[src/rtl/cse_pkg.sv]
package cse_pkg;
  localparam int CMD_W   = 16;
  localparam int RANK_W  = 2;
  localparam int IDLE_W  = 8;
  localparam int RPT_W   = 4;
  localparam int NXT_W   = 6;
  localparam int WORD_W  = 19;

  typedef struct packed {
    logic              cke;
    logic [RANK_W-1:0] rank;
    logic [CMD_W-1:0]  op;
  } cmd_t;

  typedef struct packed {
    logic              end_f;
    logic [RPT_W-1:0]  rpt;
    logic [IDLE_W-1:0] idles;
    logic [NXT_W-1:0]  nxt;
  } ctl_t;

  typedef enum logic [1:0] {ST_IDLE, ST_ISSUE, ST_WAIT} state_e;
endpackage

[src/rtl/cse_store.sv]
module cse_store
  import cse_pkg::*;
#(
  parameter int N_ENTRIES = 32,
  localparam int IDX_W = $clog2(N_ENTRIES)
) (
  input  logic             clk_i,
  input  logic             rst_ni,
  input  logic             wr_en_i,
  input  logic             wr_ctl_i,
  input  logic [IDX_W-1:0] wr_idx_i,
  input  logic [WORD_W-1:0] wr_data_i,
  input  logic             lock_i,
  input  logic [IDX_W-1:0] rd_idx_i,
  output cmd_t             rd_cmd_o,
  output ctl_t             rd_ctl_o
);
  cmd_t [N_ENTRIES-1:0] cmd_mem;
  ctl_t [N_ENTRIES-1:0] ctl_mem;

  always_ff @(posedge clk_i or negedge rst_ni) begin
    if (!rst_ni) begin
      cmd_mem <= '0;
      ctl_mem <= '0;
    end else if (wr_en_i && !lock_i) begin
      if (wr_ctl_i) ctl_mem[wr_idx_i] <= ctl_t'(wr_data_i);
      else          cmd_mem[wr_idx_i] <= cmd_t'(wr_data_i);
    end
  end

  assign rd_cmd_o = cmd_mem[rd_idx_i];
  assign rd_ctl_o = ctl_mem[rd_idx_i];

  AST_STORE_LOCKED: assert property (@(posedge clk_i) disable iff (!rst_ni)
    (lock_i && wr_en_i) |=> ($stable(cmd_mem) && $stable(ctl_mem)));
endmodule

[src/rtl/cse_cs_map.sv]
module cse_cs_map
  import cse_pkg::*;
(
  input  logic              active_i,
  input  logic              encoded_i,
  input  logic [RANK_W-1:0] rank_i,
  output logic [1:0]        cs_n_o,
  output logic              cid_o
);
  always_comb begin
    cs_n_o = 2'b11;
    cid_o  = 1'b0;
    if (active_i) begin
      if (encoded_i) begin
        cs_n_o = {rank_i[0], 1'b0};
        cid_o  = rank_i[1];
      end else begin
        unique case (rank_i)
          2'd0:    cs_n_o = 2'b10;
          2'd1:    cs_n_o = 2'b01;
          default: cs_n_o = 2'b11;
        endcase
      end
    end
  end
endmodule

[src/rtl/cse_ctrl.sv]
module cse_ctrl
  import cse_pkg::*;
#(
  parameter int N_ENTRIES = 32,
  parameter int N_PORTS   = 4,
  localparam int IDX_W  = $clog2(N_ENTRIES),
  localparam int PORT_W = $clog2(N_PORTS)
) (
  input  logic              clk_i,
  input  logic              rst_ni,
  input  logic              start_i,
  input  logic              stop_i,
  input  logic              cfg_we_i,
  input  logic [PORT_W-1:0] cfg_port_i,
  input  cmd_t              cmd_i,
  input  ctl_t              ctl_i,
  output state_e            st_o,
  output logic [IDX_W-1:0]  pc_o,
  output logic [PORT_W-1:0] port_o,
  output logic              cke_o,
  output logic              done_o,
  output logic              err_o
);
  state_e            st_q, st_d;
  logic [IDX_W-1:0]  pc_q, pc_d;
  logic [RPT_W-1:0]  rpt_q, rpt_d;
  logic [IDLE_W-1:0] idle_q, idle_d;
  logic              done_q, done_d, err_q, err_d, cke_q, cke_d;
  logic [PORT_W-1:0] port_q;
  logic              last_rpt, nxt_bad, adv;

  assign last_rpt = (rpt_q == ctl_i.rpt);
  assign nxt_bad  = (ctl_i.nxt >= NXT_W'(N_ENTRIES));

  always_comb begin
    st_d = st_q; pc_d = pc_q; rpt_d = rpt_q; idle_d = idle_q;
    done_d = done_q; err_d = err_q; cke_d = cke_q;
    adv = 1'b0;
    case (st_q)
      ST_IDLE: if (start_i) begin
        st_d = ST_ISSUE; pc_d = '0; rpt_d = '0; done_d = 1'b0; err_d = 1'b0;
      end
      ST_ISSUE: begin
        cke_d = cmd_i.cke;
        if (ctl_i.end_f && last_rpt) begin
          st_d = ST_IDLE; done_d = 1'b1;        // trailing idles skipped
        end else if (ctl_i.idles != '0) begin
          st_d = ST_WAIT; idle_d = ctl_i.idles;
        end else adv = 1'b1;
      end
      ST_WAIT: begin
        if (idle_q == IDLE_W'(1)) adv = 1'b1;
        else idle_d = idle_q - 1'b1;
      end
      default: st_d = ST_IDLE;
    endcase
    if (adv) begin
      if (!last_rpt) begin
        rpt_d = rpt_q + 1'b1; st_d = ST_ISSUE;
      end else if (nxt_bad) begin
        err_d = 1'b1; done_d = 1'b1; st_d = ST_IDLE;
      end else begin
        pc_d = ctl_i.nxt[IDX_W-1:0]; rpt_d = '0; st_d = ST_ISSUE;
      end
    end
    if (stop_i) begin
      st_d = ST_IDLE; done_d = done_q; err_d = err_q;
    end
  end

  always_ff @(posedge clk_i or negedge rst_ni) begin
    if (!rst_ni) begin
      st_q <= ST_IDLE; pc_q <= '0; rpt_q <= '0; idle_q <= '0;
      done_q <= 1'b0; err_q <= 1'b0; cke_q <= 1'b0; port_q <= '0;
    end else begin
      st_q <= st_d; pc_q <= pc_d; rpt_q <= rpt_d; idle_q <= idle_d;
      done_q <= done_d; err_q <= err_d; cke_q <= cke_d;
      if (cfg_we_i && st_q == ST_IDLE) port_q <= cfg_port_i;
    end
  end

  assign st_o = st_q;
  assign pc_o = pc_q;
  assign port_o = port_q;
  assign cke_o = cke_q;
  assign done_o = done_q;
  assign err_o = err_q;

  AST_START_ISSUES_ZERO: assert property (@(posedge clk_i) disable iff (!rst_ni)
    (st_q == ST_IDLE && start_i && !stop_i) |=> (st_q == ST_ISSUE && pc_q == '0));
  AST_STOP_TO_IDLE: assert property (@(posedge clk_i) disable iff (!rst_ni)
    stop_i |=> (st_q == ST_IDLE));
  AST_STOP_KEEPS_DONE: assert property (@(posedge clk_i) disable iff (!rst_ni)
    stop_i |=> $stable(done_q));
  AST_DONE_ONLY_IDLE: assert property (@(posedge clk_i) disable iff (!rst_ni)
    done_q |-> (st_q == ST_IDLE));
  AST_ERR_WITH_DONE: assert property (@(posedge clk_i) disable iff (!rst_ni)
    err_q |-> done_q);
  AST_PORT_HELD: assert property (@(posedge clk_i) disable iff (!rst_ni)
    (st_q != ST_IDLE) |=> $stable(port_q));
endmodule

[src/rtl/cmd_seq_engine.sv]
module cmd_seq_engine
  import cse_pkg::*;
#(
  parameter int N_ENTRIES = 32,
  parameter int N_PORTS   = 4,
  localparam int IDX_W  = $clog2(N_ENTRIES),
  localparam int PORT_W = $clog2(N_PORTS)
) (
  input  logic               clk_i,
  input  logic               rst_ni,
  input  logic               wr_en_i,
  input  logic [IDX_W:0]     wr_addr_i,
  input  logic [WORD_W-1:0]  wr_data_i,
  input  logic               cfg_we_i,
  input  logic [PORT_W-1:0]  cfg_port_i,
  input  logic [N_PORTS-1:0] rank_mode_i,
  input  logic               start_i,
  input  logic               stop_i,
  output logic               busy_o,
  output logic               done_o,
  output logic               err_o,
  output logic [N_PORTS-1:0] port_en_o,
  output logic [CMD_W-1:0]   cmd_o,
  output logic [1:0]         cs_n_o,
  output logic               cid_o,
  output logic               cke_o
);
  cmd_t              cur_cmd;
  ctl_t              cur_ctl;
  state_e            st;
  logic [IDX_W-1:0]  pc;
  logic [PORT_W-1:0] port;
  logic              cke_hold, issuing;

  cse_store #(.N_ENTRIES(N_ENTRIES)) u_store (
    .clk_i, .rst_ni, .wr_en_i,
    .wr_ctl_i (wr_addr_i[IDX_W]),
    .wr_idx_i (wr_addr_i[IDX_W-1:0]),
    .wr_data_i,
    .lock_i   (busy_o),
    .rd_idx_i (pc),
    .rd_cmd_o (cur_cmd),
    .rd_ctl_o (cur_ctl)
  );

  cse_ctrl #(.N_ENTRIES(N_ENTRIES), .N_PORTS(N_PORTS)) u_ctrl (
    .clk_i, .rst_ni, .start_i, .stop_i, .cfg_we_i, .cfg_port_i,
    .cmd_i (cur_cmd), .ctl_i (cur_ctl),
    .st_o (st), .pc_o (pc), .port_o (port), .cke_o (cke_hold),
    .done_o, .err_o
  );

  assign issuing = (st == ST_ISSUE);
  assign busy_o  = (st != ST_IDLE);
  assign cmd_o   = issuing ? cur_cmd.op : '0;
  assign cke_o   = issuing ? cur_cmd.cke : cke_hold;

  cse_cs_map u_cs (
    .active_i  (issuing),
    .encoded_i (rank_mode_i[port]),
    .rank_i    (cur_cmd.rank),
    .cs_n_o, .cid_o
  );

  for (genvar p = 0; p < N_PORTS; p++) begin : g_port_en
    assign port_en_o[p] = busy_o && (port == PORT_W'(p));
  end

  AST_PORT_ONE_HOT: assert property (@(posedge clk_i) disable iff (!rst_ni)
    busy_o |-> ($countones(port_en_o) == 1));
  AST_PORT_QUIET: assert property (@(posedge clk_i) disable iff (!rst_ni)
    !busy_o |-> (port_en_o == '0));
  AST_DESELECT_OFF_ISSUE: assert property (@(posedge clk_i) disable iff (!rst_ni)
    !issuing |-> (cs_n_o == 2'b11 && !cid_o && cmd_o == '0));
  AST_CKE_HELD: assert property (@(posedge clk_i) disable iff (!rst_ni)
    (!issuing && $past(!issuing) && !$past(stop_i)) |-> $stable(cke_o));
endmodule

[config.mk]
export PLATFORM = sky130hd
export DESIGN_NAME = cmd_seq_engine
export DESIGN_NICKNAME = d
export VERILOG_FILES = /design/src/rtl/cse_pkg.sv /design/src/rtl/cse_store.sv /design/src/rtl/cse_cs_map.sv /design/src/rtl/cse_ctrl.sv /design/src/rtl/cmd_seq_engine.sv
export SDC_FILE = /design/constraint.sdc
export NUM_CORES = 2
export LEC_CHECK = 0
export BUFFER_PORTS_ARGS = -buffer_cell sky130_fd_sc_hd__buf_4
export CAP_MARGIN = 25
export CORE_MARGIN = 3
export CORE_UTILIZATION = 46
export CTS_CLUSTER_DIAMETER = 120
export DETAILED_ROUTE_END_ITERATION = 6
export PLACE_DENSITY = 0.66
export REMOVE_ABC_BUFFERS = 1
export SLEW_MARGIN = 20
export SYNTH_ARGS = -nofsm -noshare
export SYNTH_HDL_FRONTEND = slang
export SYNTH_HIERARCHICAL = 1
export SYNTH_SLANG_ARGS = --single-unit
export TNS_END_PERCENT = 5
[constraint.sdc]
create_clock -name clk_i -period 4.8 [get_ports clk_i]
set_input_delay 0 -clock clk_i [delete_from_list [all_inputs] [get_ports clk_i]]
set_output_delay 0 -clock clk_i [all_outputs]
set_load 0.02 [all_outputs]
# Word level (Yosys, flattened, before mapping)
# Cells that the tools add are included.
# word_totals
regBits	1240
input_bits	37
out_inout_bits	27
word_cells	327
# classes
n_addsub	2
magnitude_cmp	5
n_eq_ne	14
muxes	54
bitwise	1
reduce_logical	19
# ops
op	n
$bwmux W608	2
$bmux W19 S5	2
$demux W19 S5	1
$mux W19	3
$mux W5	5
$mux W8	3
$mux W4	5
$mux W1	18
$mux W16	1
$mux W2	8
$pmux W8 S2	1
$lt A5 B6 Y1 const B	2
$eq A8 B1 Y1 const B	1
$logic_and A1 B1 Y1	8
$reduce_bool A8 Y1	1
$sub A8 B1 Y8 const B	1
$eq A2 B1 Y1 const B	3
$eq A2 B2 Y1 const B	3
$ge A6 B6 Y1 const B	1
$logic_not A2 Y1	3
$pmux W2 S3	1
$ge A5 B1 Y1 const B	1
$ne A5 B2 Y1 const B	1
$add A4 B1 Y4 const B	1
other kinds (15)	19

# Logic depth before layout (Yosys ltp)
# logic_depth
word_depth	9
ltp_mapped	14
ltp_nobuf	10

# By module
# Netlist, hierarchy kept.
# by_module_without_submodules
mod	instances	cells_each	area_each_um2	seq_area_each_um2
cse_store	1	4115	56342.8	30429.2
cse_ctrl	1	164	1569.0	600.6
cmd_seq_engine	1	26	190.2	0.0
cse_cs_map	1	6	38.8	0.0

# Worst setup path before layout
# OpenSTA, ideal clock, no wires.
# synth_timing
path_kind	register to register
startpoint	register u_ctrl.pc_q[1], in the netlist u_ctrl/pc_o[1]
endpoint	register u_ctrl.rpt_q[2]
setup_time_ps	126
arrival_ps	3303
required_ps	4674
setup_slack_ps	1371
stages_incl_launch_ff	15
n_path_buf	5
synth_period_minus_slack_ps	3429
path_cell_list	dfrtp_1 > clkbuf_1 > buf_2 > clkbuf_1 > buf_2 > mux2i_1 > a22oi_1 > a31oi_1 > nand3_1 > or4_4 > or3_4 > nand2_2 > buf_6 > a32oi_2 > a221o_1
# synth_rtl
element	line_no	source
from (decl)	cse_ctrl.sv:25	logic [IDX_W-1:0] pc_q, pc_d;
from (signal assigned)	cse_ctrl.sv:76	st_q <= st_d; pc_q <= pc_d; rpt_q <= rpt_d; idle_q <= idle_d;
to (signal assigned)	cse_ctrl.sv:76	
to (decl)	cse_ctrl.sv:26	logic [RPT_W-1:0] rpt_q, rpt_d;

==> results_dict.tcl <==
set metrics [dict create \
    first_pass_iters 5 \
    cap_violations 0 \
    worstPathArrival_ps 4460 \
    whs_ps 31.9 \
    worstHoldPathType "primary input to register" \
    post_cts_resized 0 \
    layout_min_cycle_time_ps 4460 \
    ir_drop_uv 393 \
    via_per_inst 5.90 \
    h-tree-depth 4 \
    cts.clk_slew.worst_paths_ps 60 \
    cp_data_required_time_ps 4800 \
    cts_buffers 133 \
    r2r-start "u_ctrl/pc_o[1]$_DFF_PN0_" \
    drive_above_1_share 0.383 \
    pre_cts_ws_ps 942 \
    wl_um 149000 \
    seq_area_frac_synth 0.534 \
    slew_viol_final 0 \
    fin_util 0.517 \
    rsz0062_at_grt "no" \
    path_max_fanout 124 \
    ys_types 68 \
    drt_iter0_drc 2870 \
    grt_pass1_vias 36275 \
    hold_start "wr_data_i[2]" \
    power-per-cell-area_nw_per_um2 455 \
    numPortBuffers 63 \
    clock_skew_ps 20.8 \
    setup_slack_ps 338 \
    wl_per_cell_um 24.9 \
    die_area_sq_um 131000 \
    final_common_cell "dfrtp_1" \
    n_fill_cell 10565 \
    cp-startpoint "u_ctrl/pc_o[1]$_DFF_PN0_" \
    hold_viol 0 \
    p_leak_nw 29.1 \
    ys_warn_count 6 \
    worst-r2r-setup-slack_ps 650 \
    synth_top_area_share 0.534 \
    min_path_cells 2 \
    synthCells 4311 \
    area_growth_pct 10.8 \
    min_to "u_store/cmd_mem[78]$_DFFE_PN0P_" \
    clkSinkCount 1240 \
    ff2ff_path_depth 13 \
    nets 4317 \
    period_share 0.930 \
    gp_congestion 0.827 \
    layoutNonFillerInstCount 6006 \
    start_util 0.467 \
    io-pin-count 64 \
    drt.antenna.violating_nets 0 \
    die_height_um 362 \
    clockBufferDepth 3 \
    finalSetupViolCount 0 \
    outcome "completed" \
    synth_ff_type "dfrtp_1" \
    timing.rr.end "u_ctrl/st_o[0]$_DFFE_PN0P_" \
    grt_max_degree 187 \
    path_class "register to primary output" \
    cp-end-kind "primary output" \
    async_flop_share 1.00 \
    synth_area_sq_um 58100 \
    gr-usage-all-layers 0.227 \
    coreArea_sq_um 125000 \
    cts-root-buf "clkbuf_16" \
    vias 35440 \
    synth_area_per_cell_sq_um 13.5 \
    antenna_found_initial 5 \
    design_area_sq_um 64400 \
    layout_common_cells "1239 x dfrtp_1, 1221 x mux2_2, 615 x mux2i_1, 148 x buf_4, 141 x clkbuf_16" \
    ys_seq_elements 1240 \
    dpl_cell_area_sq_um 59900 \
    rows 129 \
    synth.area.top_cells "dfrtp_1 53%, mux2_2 24%, mux2i_1 11%, a22oi_1 1.5%, clkbuf_1 1.3%" \
    max_slew_margin 0.200 \
    synth_edf_count 0 \
    die_w_um 362 \
    fmax_mhz 224 \
    power_mw 29.3 \
    grt_pass1_wl_um 229000 \
    synth_area_leader_cell "dfrtp_1" \
    clock_latency_ps 750 \
    cts_tree "yes" \
    tightest_slew_ps 1200 \
    dp_cells 5745 \
    overflow 0 \
    dp_hpwl_um 85200 \
    startpoint_type "register" \
    setup_tns_ps 0 \
    remaining_drc_errors 0 \
]
## sequential cells by signal, indices dropped and copies added, names as in the netlist
signal and count:
u_ctrl/done_o 1, u_ctrl/port_o 2, u_ctrl/idle_q 8, u_ctrl/st_o 2, u_ctrl/err_o 1, u_ctrl/pc_o 5
u_store/ctl_mem 608, u_ctrl/rpt_q 4, u_store/cmd_mem 608, u_ctrl/cke_o 1
## worst max-delay path: stages, from the launching register on
cell and delay (ps):
dfrtp_4 610, buf_12 330, buf_12 620, buf_4 730, mux2i_1 290, a21oi_1 90
nand3_1 240, nand3_1 130, and2_1 180, buf_4 150
## cell usage after synthesis, types with 3 or more instances
| cell type | n |
|---|---|
| dfrtp_1 | 1240 |
| mux2_2 | 1221 |
| mux2i_1 | 615 |
| clkbuf_1 | 203 |
| nand2_1 | 137 |
| a21oi_1 | 118 |
| nand3_1 | 117 |
| a22oi_1 | 114 |
| buf_2 | 86 |
| a22o_1 | 78 |
| nor3_1 | 48 |
| a31oi_1 | 44 |
| buf_1 | 31 |
| buf_4 | 25 |
| nand2_2 | 24 |
| nor2_2 | 24 |
| buf_6 | 20 |
| and2_1 | 19 |
| inv_1 | 12 |
| nor2_1 | 12 |
| buf_12 | 8 |
| nor2_8 | 8 |
| nor2b_1 | 8 |
| ha_1 | 7 |
| or3_1 | 6 |
| nand2b_1 | 5 |
| nor3b_1 | 5 |
| o22a_1 | 5 |
| xnor2_1 | 5 |
| and3b_1 | 4 |
| nand3b_1 | 4 |
| or2_2 | 4 |
| nand4_1 | 3 |
| nor3b_2 | 3 |
| nor4_1 | 3 |
| o211ai_1 | 3 |
| o21ai_0 | 3 |
| o21ai_1 | 3 |
| o31a_1 | 3 |
## how the worst max path moves through the flow
stage | to | slack (ps) | cells past startpoint
after floorplan | u_ctrl/rpt_q[2]$_DFF_PN0_ | -16590 | 9
after global placement | u_ctrl/idle_q[6]$_DFFE_PN0P_ | 990 | 11
after detailed placement | u_ctrl/idle_q[4]$_DFFE_PN0P_ | 940 | 11
after CTS | cmd_o[0] | 390 | 9
after global routing | cmd_o[2] | 210 | 9
final | cmd_o[0] | 340 | 9
## report_power, final
group / switching, mW / internal, mW
Sequential: 1.08 / 12.6
Clock: 4.12 / 5.81
Combinational: 2.85 / 2.88
## cell type report
cell class,instances,area (sq um),area share
clock buffer,205,4000,0.0621
timing repair buffer,200,1870,0.0290
inverter,13,48.8,0.000758
antenna,2,5.00,0.0000777
tap,1637,2050,0.0318
clock inverter,24,184,0.00286
multi-input combinational,2685,25200,0.392
sequential,1240,31000,0.482
## routing by layer
| layer | part of all wire | vias to the layer above | GRT usage |
|---|---|---|---|
| met5 | 0.000087 | - | 0 |
| met4 | 0.023 | 2 | 0.0639 |
| met3 | 0.055 | 208 | 0.0459 |
| met2 | 0.45 | 818 | 0.350 |
| met1 | 0.47 | 18838 | 0.327 |
| li1 | - | 15574 | - |
## cells by family after synthesis
group           count (synthesis)  share of synthesized area
compound gates                385                     0.0456
buf+inv                       386                     0.0332
fa+ha+maj                       7                    0.00151
mux                          1837                      0.343
xor+xnor                        5                   0.000753
simple gates                  451                     0.0425
flops                        1240                      0.534
## what timing repair did
action	4_1_cts	5_1_grt
hold buffers	30	0
buffers inserted	0	0
hold endpoints to repair	555	0
No activity file was read; power rests on OpenSTA's default activity.
